`src/rtl/gpio_port_pkg.sv`:
```
package gpio_port_pkg;

  typedef enum logic [1:0] {
    SEL_NONE = 2'd0,
    SEL_DIR  = 2'd1,
    SEL_DAT  = 2'd2
  } reg_sel_e;

endpackage

```
`src/rtl/gpio_in_sync.sv`:
```
module gpio_in_sync #(
  parameter int WIDTH  = 8,
  parameter int STAGES = 2
) (
  input  logic             clk,
  input  logic             rst,
  input  logic [WIDTH-1:0] async_in,
  output logic [WIDTH-1:0] sync_out
);

  logic [STAGES-1:0][WIDTH-1:0] stage_q;

  for (genvar s = 0; s < STAGES; s++) begin : g_stage
    if (s == 0) begin : g_first
      always_ff @(posedge clk) begin
        if (rst) stage_q[0] <= '0;
        else     stage_q[0] <= async_in;
      end
    end else begin : g_next
      always_ff @(posedge clk) begin
        if (rst) stage_q[s] <= '0;
        else     stage_q[s] <= stage_q[s-1];
      end
    end
  end

  assign sync_out = stage_q[STAGES-1];

endmodule

```
`src/rtl/gpio_port_regs.sv`:
```
module gpio_port_regs
  import gpio_port_pkg::*;
#(
  parameter int WIDTH = 8
) (
  input  logic             clk,
  input  logic             rst,
  input  logic             hw_stby,
  input  logic             sw_stby,
  input  logic             wr_en,
  input  reg_sel_e         sel,
  input  logic [WIDTH-1:0] wdata,
  output logic [WIDTH-1:0] dir_q,
  output logic [WIDTH-1:0] dat_q
);

  logic wr_ok;
  assign wr_ok = wr_en && !sw_stby;

  always_ff @(posedge clk) begin
    if (rst || hw_stby) begin
      dir_q <= '0;
      dat_q <= '0;
    end else if (wr_ok) begin
      if (sel == SEL_DIR) dir_q <= wdata;
      if (sel == SEL_DAT) dat_q <= wdata;
    end
  end

endmodule

```
`src/rtl/gpio_pad_drive.sv`:
```
module gpio_pad_drive #(
  parameter int WIDTH   = 8,
  parameter int OVR_BIT = 7
) (
  input  logic [WIDTH-1:0] dir_q,
  input  logic [WIDTH-1:0] dat_q,
  input  logic             ovr_en,
  input  logic             ext_addr_bit,
  output logic [WIDTH-1:0] pin_out,
  output logic [WIDTH-1:0] pin_oe
);

  for (genvar i = 0; i < WIDTH; i++) begin : g_pin
    if (i == OVR_BIT) begin : g_ovr
      assign pin_oe[i]  = ovr_en ? 1'b1 : dir_q[i];
      assign pin_out[i] = ovr_en ? ext_addr_bit : dat_q[i];
    end else begin : g_plain
      assign pin_oe[i]  = dir_q[i];
      assign pin_out[i] = dat_q[i];
    end
  end

endmodule

```
`src/rtl/gpio_read_mux.sv`:
```
module gpio_read_mux
  import gpio_port_pkg::*;
#(
  parameter int WIDTH   = 8,
  parameter int OVR_BIT = 7
) (
  input  logic             rd_en,
  input  reg_sel_e         sel,
  input  logic             ovr_en,
  input  logic [WIDTH-1:0] dir_q,
  input  logic [WIDTH-1:0] dat_q,
  input  logic [WIDTH-1:0] pin_sync,
  output logic [WIDTH-1:0] rdata
);

  logic [WIDTH-1:0] port_view;

  for (genvar i = 0; i < WIDTH; i++) begin : g_bit
    if (i == OVR_BIT) begin : g_ovr
      assign port_view[i] = (ovr_en || dir_q[i]) ? dat_q[i] : pin_sync[i];
    end else begin : g_plain
      assign port_view[i] = dir_q[i] ? dat_q[i] : pin_sync[i];
    end
  end

  always_comb begin
    rdata = '0;
    if (rd_en) begin
      unique case (sel)
        SEL_DIR: rdata = '1;
        SEL_DAT: rdata = port_view;
        default: rdata = '0;
      endcase
    end
  end

endmodule

```
`src/rtl/gpio_port_ctrl.sv`:
```
module gpio_port_ctrl
  import gpio_port_pkg::*;
#(
  parameter int WIDTH       = 8,
  parameter int ADDR_W      = 2,
  parameter int MODE_W      = 3,
  parameter int SYNC_STAGES = 2,
  parameter int OVR_BIT     = 7,
  parameter int DIR_OFS     = 0,
  parameter int DAT_OFS     = 1,
  parameter int OVR_MODE_A  = 3,
  parameter int OVR_MODE_B  = 4
) (
  input  logic              clk,
  input  logic              rst,
  input  logic              hw_stby,
  input  logic              sw_stby,
  input  logic [MODE_W-1:0] op_mode,
  input  logic              ext_addr_bit,
  input  logic [ADDR_W-1:0] bus_addr,
  input  logic              bus_wr,
  input  logic              bus_rd,
  input  logic [WIDTH-1:0]  bus_wdata,
  output logic [WIDTH-1:0]  bus_rdata,
  input  logic [WIDTH-1:0]  pin_in,
  output logic [WIDTH-1:0]  pin_out,
  output logic [WIDTH-1:0]  pin_oe
);

  localparam logic [ADDR_W-1:0] DIR_A = ADDR_W'(DIR_OFS);
  localparam logic [ADDR_W-1:0] DAT_A = ADDR_W'(DAT_OFS);
  localparam logic [MODE_W-1:0] OVR_A = MODE_W'(OVR_MODE_A);
  localparam logic [MODE_W-1:0] OVR_B = MODE_W'(OVR_MODE_B);

  reg_sel_e         sel;
  logic             ovr_en;
  logic [WIDTH-1:0] dir_q;
  logic [WIDTH-1:0] dat_q;
  logic [WIDTH-1:0] pin_sync;

  always_comb begin
    if (bus_addr == DIR_A)      sel = SEL_DIR;
    else if (bus_addr == DAT_A) sel = SEL_DAT;
    else                        sel = SEL_NONE;
  end

  assign ovr_en = (op_mode == OVR_A) || (op_mode == OVR_B);

  gpio_in_sync #(.WIDTH(WIDTH), .STAGES(SYNC_STAGES)) sync_i (
    .clk      (clk),
    .rst      (rst),
    .async_in (pin_in),
    .sync_out (pin_sync)
  );

  gpio_port_regs #(.WIDTH(WIDTH)) regs_i (
    .clk     (clk),
    .rst     (rst),
    .hw_stby (hw_stby),
    .sw_stby (sw_stby),
    .wr_en   (bus_wr),
    .sel     (sel),
    .wdata   (bus_wdata),
    .dir_q   (dir_q),
    .dat_q   (dat_q)
  );

  gpio_pad_drive #(.WIDTH(WIDTH), .OVR_BIT(OVR_BIT)) pad_i (
    .dir_q        (dir_q),
    .dat_q        (dat_q),
    .ovr_en       (ovr_en),
    .ext_addr_bit (ext_addr_bit),
    .pin_out      (pin_out),
    .pin_oe       (pin_oe)
  );

  gpio_read_mux #(.WIDTH(WIDTH), .OVR_BIT(OVR_BIT)) rmux_i (
    .rd_en    (bus_rd),
    .sel      (sel),
    .ovr_en   (ovr_en),
    .dir_q    (dir_q),
    .dat_q    (dat_q),
    .pin_sync (pin_sync),
    .rdata    (bus_rdata)
  );

endmodule

```
`config.mk`:
```
export PLATFORM = sky130hd
export DESIGN_NAME = gpio_port_ctrl
export DESIGN_NICKNAME = d
export VERILOG_FILES = /design/src/rtl/gpio_port_pkg.sv /design/src/rtl/gpio_in_sync.sv /design/src/rtl/gpio_port_regs.sv /design/src/rtl/gpio_pad_drive.sv /design/src/rtl/gpio_read_mux.sv /design/src/rtl/gpio_port_ctrl.sv
export SDC_FILE = /design/constraint.sdc
export NUM_CORES = 1
export LEC_CHECK = 0
export BUFFER_PORTS_ARGS = -buffer_cell sky130_fd_sc_hd__buf_2
export CAP_MARGIN = 40
export CORE_MARGIN = 1.5
export CORE_UTILIZATION = 48
export DETAILED_ROUTE_END_ITERATION = 12
export PLACE_DENSITY_LB_ADDON = 0.05
export SLEW_MARGIN = 20
export SYNTH_ARGS = -nofsm -noshare
export SYNTH_HDL_FRONTEND = slang
export SYNTH_SLANG_ARGS = --single-unit
```
`constraint.sdc`:
```
create_clock -name clk -period 1.7 [get_ports clk]
set_clock_uncertainty 0.15 [all_clocks]
set_input_delay 0.34 -clock clk [delete_from_list [all_inputs] [get_ports clk]]
set_output_delay 0.34 -clock clk [all_outputs]
set_load 0.01 [all_outputs]
```
==> results of run 1 <==
cell usage after synthesis, types with 2 or more instances:
| library cell | n | area share |
|---|---|---|
| buf_4 | 16 | 0.088 |
| dfxtp_1 | 32 | 0.47 |
| nor2b_1 | 17 | 0.077 |
| buf_2 | 2 | 0.0073 |
| mux2i_1 | 15 | 0.11 |
| nand2_1 | 20 | 0.055 |
| a21oi_1 | 17 | 0.062 |
| nor2_1 | 12 | 0.033 |
| clkbuf_1 | 2 | 0.0055 |
registers in the layout (all words and copies together), names as in the netlist:
signal	cells
regs_i.dat_q	8
regs_i.dir_q	8
sync_i.stage_q	8
sync_i.sync_out	8
kinds of logic after synthesis:
| kind of cell | Yosys count | synth area share |
|---|---|---|
| muxes | 15 | 0.1094 |
| and+or+nand+nor | 59 | 0.2325 |
| AOI/OAI and AO/OA | 22 | 0.08843 |
| DFF | 32 | 0.4667 |
| buffers and inverters | 21 | 0.1030 |
routing by layer:
metal  routed length [µm]  vias to the layer above
li1                     -                      570
met1                 1234                      485
met2                 1211                       35
met3                  156                        7
met4                   62                        0
met5                    0                        -
worst paths after layout:
check / from / cells after the start / slack [ps] / to
worst min register to register: sync_i.stage_q[4] / 1 / 300 / sync_i.sync_out[4]
worst max-delay path: regs_i.dir_q[7] / 4 / -100 / bus_rdata[7]
worst min-delay path: pin_in[5] / 2 / 60 / sync_i.stage_q[5]
worst max register to register: regs_i.dat_q[7] / 2 / 880 / regs_i.dat_q[7]
area by class of cell:
class                           count  area [µm²]
Tap cell                           31       38.79
Multi-Input combinational cell     96       600.6
Timing Repair Buffer               57       305.3
Clock inverter                      2       35.03
Fill cell                         240        1062
Sequential cell                    32       650.6
Clock buffer                        6       41.29
cells in the final DEF, fill, tap and decap left out, drive strengths merged, types with 6 or more instances in the layout:
master,instances
clkbuf,6
nor2b,17
a21oi,17
nor2,12
nand2,20
mux2i,15
buf,57
dfxtp,32
what timing repair did:
action | 4_1_cts | 5_1_grt
setup endpoints to repair | 2 | 8
buffers inserted | 0 | 0
pin swaps | 0 | 5
resized for setup | 1 | 9
stage by stage:
step                      std cells  hold WS, ps  TNS (ps)
final                           224        60.73    -100.7
after global routing            224        52.59    -190.8
after CTS                       224        54.38    -82.88
after detailed placement        216        284.1         0
after global placement          216        271.4         0
after floorplan                 149        261.6         0
worst register-to-register path: stages, from the launching register on:
cell and delay, ps:
dfxtp_4 370, mux2i_1 120, nor2_1 50
power by group:
part / leakage, nW / switching (mW) / internal [mW] / total [mW]
registers: 0.264 / 0.00772 / 0.767 / 0.775
logic: 0.416 / 0.0736 / 0.0734 / 0.147
clock network: 0.0422 / 0.248 / 0.308 / 0.557
==> out/results.ini, run 1 <==
[status]
status = complete, but fails checks
failed_checks = negative setup slack

[route]
post_drt_via_cell_ratio = 4.897
avgRoutedWirePerCell_um = 11.90
drt-initial-drc-count = 26
detail_route.wirelength_mm = 2.665
num_vias = 1097
antenna_violating_nets_post_route = 0
drt_pass1_iterations = 3
drc_errors = 0

[cells_and_area]
layout.cell_area.non_filler_um2 = 1672
post-route-util = 0.6114
antenna_cells = 0
syn_to_final_growth_pct = 21.79
net_total_in_the_final_layout = 220
drive_above_1_share = 0.3679

[clocking]
cts_max_level = 2
cts_sinks = 32
cts_hold_repair.buffers = 0
root_buffer_cell = clkbuf_4
cts-root-to-sink-buffers = 2
worst_setup_hold_path_clk_slew_ps = 90
clock_tree_from_tritoncts = yes
clk_latency_ps = 330
numCtsBuffers = 5

[die]
placement_rows = 19
floorplan.core_area_um2 = 2734
chipHeight_um = 56.48
ioPinCount = 52
fp.dieArea_um2 = 3189
dieWidth_um = 56.48
initial_utilization = 0.5021

[global_routing]
global_route.usage.met3 = 0.05069
gr-usage-met2 = 0.2807
grt_antenna_before_repair = 0
grt_pass1_wl_mm = 4.443
maximum_number_of_pins_on_one_net_before_global_route_repair = 17
globalRoute.totalOverflow = 0
use_met1 = 0.2330
grt_pass1_vias = 1027
global_route.peak_usage_layer = met2
globalRouteTotalUtil = 0.1839

[run]
timing.max_cap.violations = 0

[placed_design]
place.port_buffers = 51
place.gp.congestion = 0.7902
post-dp-hpwl_mm = 1.992
place_ws_ps = 27.78
placed_cell_areas_um2 = 1570

[worst_setup_path]
crit_path_cell_trace = nand3b_1 > a21o_1 > a31oi_1 > buf_2
crit_path_max_fanout = 6
worstSetupPathType = flip-flop to primary output
worst_ep_arrival_time_ps = 1310
critPathTopFamily = flip-flops
worst_setup_path_start_kind = flip-flop
critical_path_buf_inv_count = 1
end_kind = primary output
critical-path-max-stage-delay_ps = 370
crit_path_top_delay_cell = dfxtp_4
required_ps = 1210

[yosys]
yosys_warnings = 0
syn_nets = 177
synth.ff_latch_count = 32
synth-seq-area-share = 0.4667
synth.lib_cells_used.distinct = 25
synth_enable_flop_cells = 0
ffs_w_async_s_r_synth = 0
synth-main-ff-cell = dfxtp_1
post_synth_inst_count = 149
netlist_area_um2 = 1373
syn-mean-instance-area_um2 = 9.212

[timing]
timing.max_slew.rel_slack = 0.6264
worst_slew_pin_slew_ps = 560.5
fin_hold_viols = 0
fin_crit_ps = 1801
timing.final.ws_setup_ps = -100.7
layout_worst_path_cycle_share = 1.059
timing_max_transition_violations_final = 0
rsz0062_at_grt = yes
achievable-frequency_mhz = 555.3
timing.final.setup_violations = 1

[pwr]
irDropWorstVdd_mv = 0.6474
power.leakage_nw = 0.7220
power_density_nw_per_um2 = 884.3
post_route_total_power_mw = 1.478

[min_path]
holdCritPathClass = input pin to flip-flop

Power figures use the tool's default switching activity.
==> inputs of run 2 (changes only) <==
- clock period: 1.7 -> 2 ns (I/O delays scaled with it)
==> out/results.ini, run 2 (synthesized netlist as in run 1, its figures left out) <==
[route]
drt_pass1_iterations = 4  ; +1
drc_errors = 0  ; unchanged
avgRoutedWirePerCell_um = 11.94  ; +0.33%
antenna_violating_nets_post_route = 0  ; unchanged
post_drt_via_cell_ratio = 4.964  ; +1.4%
drt-initial-drc-count = 27  ; +3.8%
detail_route.wirelength_mm = 2.626  ; -1.5%
num_vias = 1092  ; -0.46%

[clocking]
cts_max_level = 2  ; unchanged
numCtsBuffers = 5  ; unchanged
cts-root-to-sink-buffers = 2  ; unchanged
post_cts_setup_buffers = 0  ; unchanged
clk_latency_ps = 320  ; about the same
root_buffer_cell = clkbuf_4
worst_setup_hold_path_clk_slew_ps = 100  ; about the same
clock_tree_from_tritoncts = yes
cts_sinks = 32  ; unchanged
cts_hold_repair.buffers = 0  ; unchanged
cts_resizes = 0  ; -1

[global_routing]
grt_pass1_vias = 1033  ; +0.58%
global_route.usage.met3 = 0.06912  ; +0.01843
global_route.peak_usage_layer = met2
globalRoute.totalOverflow = 0  ; unchanged
grt_antenna_before_repair = 0  ; unchanged
globalRouteTotalUtil = 0.1852  ; +0.001320
grt_pass1_wl_mm = 4.464  ; +0.47%
use_met1 = 0.2227  ; -0.01029
maximum_number_of_pins_on_one_net_before_global_route_repair = 17  ; unchanged
gr-usage-met2 = 0.2940  ; +0.01329

[timing]
timing.max_slew.rel_slack = 0.6100  ; -0.01634
timing_max_transition_violations_final = 0  ; unchanged
achievable-frequency_mhz = 531.8
fin_hold_viols = 0  ; unchanged
timing.final.setup_violations = 0  ; -1
rsz0062_at_grt = no
timing.final.ws_setup_ps = 119.7  ; +220.4 ps
setup_total_negative_slack_ps = 0  ; +100.7 ps
layout_worst_path_cycle_share = 0.9402
fin_crit_ps = 1880
worst_slew_pin_slew_ps = 585.0  ; +24.51 ps

[pwr]
combPwrFrac = 0.101  ; +0.002
p_sw_uw = 273.6  ; -17%
post_route_total_power_mw = 1.150  ; -22%
power_density_nw_per_um2 = 718.0  ; -19%
irDropWorstVdd_mv = 0.6440  ; -0.53%
share_clk_of_total_power = 0.325  ; -0.052
swShare = 0.2379  ; +0.01477
power.share.sequential = 0.575  ; +0.051
internal-power_uw = 876.4  ; -24%
power.leakage_nw = 0.6910  ; -4.3%

[die]
ioPinCount = 52  ; unchanged
chipHeight_um = 56.48  ; unchanged
placement_rows = 19  ; unchanged
initial_utilization = 0.5021  ; unchanged
floorplan.core_area_um2 = 2734  ; unchanged
fp.dieArea_um2 = 3189  ; unchanged
dieWidth_um = 56.48  ; unchanged

[worst_setup_path]
required_ps = 1450  ; +240 ps
crit_path_cell_trace = nand4b_1 > nand2_1 > a21oi_1 > a31oi_1 > buf_2
worst_setup_path_start_kind = flip-flop
end_kind = primary output
worst_ep_arrival_time_ps = 1330  ; +20 ps
worstSetupPathType = flip-flop to primary output
critical-path-max-stage-delay_ps = 430  ; +60 ps
crit_path_max_fanout = 6  ; unchanged
crit_path_top_delay_cell = dfxtp_1

[status]
status = finished, final reports clean

[placed_design]
place_ws_ps = 171.5  ; +143.7 ps
place.gp.congestion = 0.8009  ; +1.4%
place.port_buffers = 51  ; unchanged
post-dp-hpwl_mm = 1.958  ; -1.7%

[cells_and_area]
net_total_in_the_final_layout = 216  ; -1.8%
antenna_cells = 0  ; unchanged
post-route-util = 0.5858  ; -0.02563
final_cell_mix = buf_2 (51), dfxtp_1 (32), nand2_1 (20)
mostFrequentLayoutCell = buf_2
syn_to_final_growth_pct = 16.68
drive_above_1_share = 0.3280  ; -0.03983

[min_path]
holdCritPathClass = input pin to flip-flop

[run]
timing.max_cap.violations = 0  ; unchanged

## run 2: cell type report
class,count,area [µm²]
clock buffers,6,51.30
multi-input cells,96,590.6
well taps,31,38.79
flip-flops and latches,32,640.6
repair buffers,53,270.3
fillers,262,1132
clock inverters,2,10.01
## run 2: routing by layer
layer	wire length [µm]	vias to the layer above
li1	-	567
met1	1220	478
met2	1197	42
met3	157	5
met4	51	0
met5	0	-
## run 2: power by group through the flow
stage / Sequential [mW] / Combinational, mW / Clock [mW]
3_3_place_gp: 0.675 / 0.114 / 0
5_1_grt: 0.663 / 0.130 / 0.429
6_report: 0.661 / 0.116 / 0.374
4_1_cts: 0.661 / 0.117 / 0.389
3_5_place_dp: 0.676 / 0.117 / 0
2_1_floorplan: 0.673 / 0.0649 / 0
## run 2: per-stage QoR
stage	hold WS, ps	cells	cell area [µm²]
global route	103.0	220	1602
global placement	269.8	212	1540
CTS	118.0	220	1602
floorplan	263.8	149	1373
detailed placement	273.5	212	1540
finish	132.1	220	1602
## run 2: final timing paths
| check | slack (ps) | from | end | depth (start not counted) |
|---|---|---|---|---|
| setup / recovery | 120 | regs_i.dir_q[7] | bus_rdata[7] | 5 |
| setup reg to reg | 1150 | regs_i.dir_q[7] | regs_i.dir_q[7] | 2 |
| hold / removal | 130 | pin_in[2] | sync_i.stage_q[2] | 2 |
| hold reg to reg | 290 | sync_i.stage_q[0] | sync_i.sync_out[0] | 1 |
## run 2: worst max-delay path: cells and delay by family (launching register included)
family / cells / cell delay (ps)
compound gates: 2 / 220
buf+inv: 1 / 150
flops: 1 / 430
simple gates: 2 / 200
==> inputs of run 3 (changes only) <==
- CORE_UTILIZATION: 48 -> 25
- clock period: 2 -> 1.7 ns (I/O delays scaled with it)
==> out/results.ini, run 3 (synthesized netlist as in run 1, its figures left out) <==
[placed_design]
place.gp.congestion = 0.7172  ; -10%
post-dp-hpwl_mm = 2.324  ; +19%
placed_cell_areas_um2 = 1624  ; +5.4%
place.port_buffers = 51  ; unchanged

[status]
failed_checks = negative setup slack
status = complete, but fails checks

[pwr]
power.leakage_nw = 0.7234  ; +4.7%
power.share.sequential = 0.504  ; -0.071
combPwrFrac = 0.095  ; -0.006
swShare = 0.2221  ; -0.01579
p_sw_uw = 343.2  ; +25%
irDropWorstVdd_mv = 0.3014  ; -53%
internal-power_mw = 1.202  ; +37%
share_clk_of_total_power = 0.402  ; +0.077
power_density_nw_per_um2 = 894.3  ; +25%

[worst_setup_path]
end_kind = primary output
worst_setup_path_start_kind = flip-flop
crit_path_cell_trace = nand3b_1 > a21o_1 > a31oi_1 > buf_2
critPathTopFamily = flip-flops
crit_path_top_delay_cell = dfxtp_2
worst-r2r-cell-count = 2  ; unchanged
setup.reg_to_reg.worst_slack_ps = 870  ; -280 ps
worst_ep_arrival_time_ps = 1230  ; -100 ps
crit_path_start = regs_i.dir_q[7]
crit-reg2reg-launch = regs_i.dat_q[7]
critical-path-max-stage-delay_ps = 350  ; -80 ps
worstSetupPathType = flip-flop to primary output
required_ps = 1210  ; -240 ps
r2r-end = regs_i.dat_q[7]
critical_path_buf_inv_count = 1  ; unchanged
crit_path_max_fanout = 6  ; unchanged

[route]
drt_pass1_iterations = 4  ; unchanged
num_vias = 1101  ; +0.82%
drc_errors = 0  ; unchanged
drt-initial-drc-count = 47  ; +74%
antenna_violating_nets_post_route = 0  ; unchanged
post_drt_via_cell_ratio = 4.218  ; -15%
detail_route.wirelength_mm = 3.096  ; +18%
avgRoutedWirePerCell_um = 11.86  ; -0.62%

[die]
fp.dieArea_um2 = 5944  ; +86%
floorplan.core_area_um2 = 5205  ; +90%
chipHeight_um = 77.10  ; +37%
ioPinCount = 52  ; unchanged
initial_utilization = 0.2637  ; -0.2384
placement_rows = 26  ; +7
dieWidth_um = 77.10  ; +37%

[timing]
setup_total_negative_slack_ps = -15.88  ; -15.88 ps
timing_max_transition_violations_final = 0  ; unchanged
timing.max_slew.rel_slack = 0.5854  ; -0.02463
timing.final.setup_violations = 1  ; +1
fin_hold_viols = 0  ; unchanged
rsz0062_at_grt = yes
achievable-frequency_mhz = 582.8
fin_crit_ps = 1716
worst_slew_pin_slew_ps = 621.9  ; +36.94 ps
timing.final.ws_setup_ps = -15.88  ; -135.6 ps
layout_worst_path_cycle_share = 1.009

[clocking]
worst_setup_hold_path_clk_slew_ps = 60  ; -40 ps
cts_hold_repair.buffers = 0  ; unchanged
post_cts_setup_buffers = 0  ; unchanged
clock_tree_from_tritoncts = yes
cts-root-to-sink-buffers = 2  ; unchanged
cts_sinks = 32  ; unchanged
root_buffer_cell = clkbuf_8
cts_max_level = 2  ; unchanged
clk_latency_ps = 280  ; -40 ps
numCtsBuffers = 5  ; unchanged

[cells_and_area]
mostFrequentLayoutCell = buf_2
syn_to_final_growth_pct = 25.89
layout.cell_area.non_filler_um2 = 1728  ; +7.9%
drive_above_1_share = 0.3508  ; +0.02274
net_total_in_the_final_layout = 219  ; +1.4%
antenna_cells = 0  ; unchanged
final_cell_mix = buf_2 (50), dfxtp_1 (30), nand2_1 (20)

[min_path]
holdPathStages = 2  ; unchanged
worstHoldEndpoint = sync_i.stage_q[7]
min-delay-start = pin_in[7]
holdCritPathClass = input pin to flip-flop

[global_routing]
maximum_number_of_pins_on_one_net_before_global_route_repair = 17  ; unchanged
grt_pass1_vias = 1044  ; +1.1%
globalRouteTotalUtil = 0.1106  ; -0.07468
grt_antenna_before_repair = 0  ; unchanged
grt_pass1_wl_mm = 5.009  ; +12%
globalRoute.totalOverflow = 0  ; unchanged

[run]
timing.max_cap.violations = 0  ; unchanged

==> run 3: cell count changes in the layout (fill, tap and decap cells not counted), sizes merged <==
| cell | previous run | this run |
|---|---|---|
| clkbuf | 6 | 7 |
| buf | 53 | 56 |
| clkinv | 2 | 0 |
==> run 3: metrics by stage <==
stage	std cells	util	hold slack [ps]	total power [mW]	setup WS, ps
2_1_floorplan	149	-	261.6	0.8685	304.3
3_3_place_gp	254	0.3120	276.7	0.9395	26.10
3_5_place_dp	254	0.3120	275.1	0.9421	4.251
4_1_cts	261	0.3310	108.8	1.574	-42.27
5_1_grt	261	0.3320	118.0	1.632	-76.14
6_report	261	0.3320	117.6	1.545	-15.88
==> run 3: worst max-delay path by stage <==
| stage | end | cells after the start |
|---|---|---|
| after floorplan | pin_oe[7] | 3 |
| after global placement | pin_oe[7] | 5 |
| after detailed placement | pin_oe[7] | 5 |
| after CTS | bus_rdata[7] | 4 |
| after global routing | bus_rdata[7] | 4 |
| final | bus_rdata[7] | 4 |
==> run 3: cell type report <==
| class | instances | area (µm²) |
|---|---|---|
| fillers | 595 | 3477 |
| flip-flops and latches | 32 | 643.1 |
| multi-input cells | 96 | 593.1 |
| repair buffers | 56 | 307.8 |
| clock buffers | 7 | 96.34 |
| well taps | 70 | 87.58 |
==> run 3: routing by layer <==
layer  vias to the layer above  share of wire  track usage
li1                        564              -            -
met1                       485           0.46       0.1342
met2                        44           0.45       0.1699
met3                         8          0.069      0.03929
met4                         0          0.020      0.06000
met5                         -              0            0
==> run 3: what timing repair did <==
action                                  4_1_cts  5_1_grt
hold endpoints to repair                      0        0
pin swaps                                     0        0
endpoints found under the setup margin        1        4
cloned                                        0        0
gates resized for setup                       2        3
==> run 3: power by group through the flow <==
stage	logic [mW]	clock network (mW)	registers (mW)
floorplan	0.0763	0	0.792
global placement	0.144	0	0.795
detailed placement	0.147	0	0.795
CTS	0.147	0.648	0.778
global route	0.162	0.690	0.779
finish	0.146	0.621	0.778
==> run 3: worst reg2reg max path, delay by kind of cell (launching register included) <==
family / cells / cell delay, ps
mux: 1 / 150
flops: 1 / 350
simple gates: 1 / 50
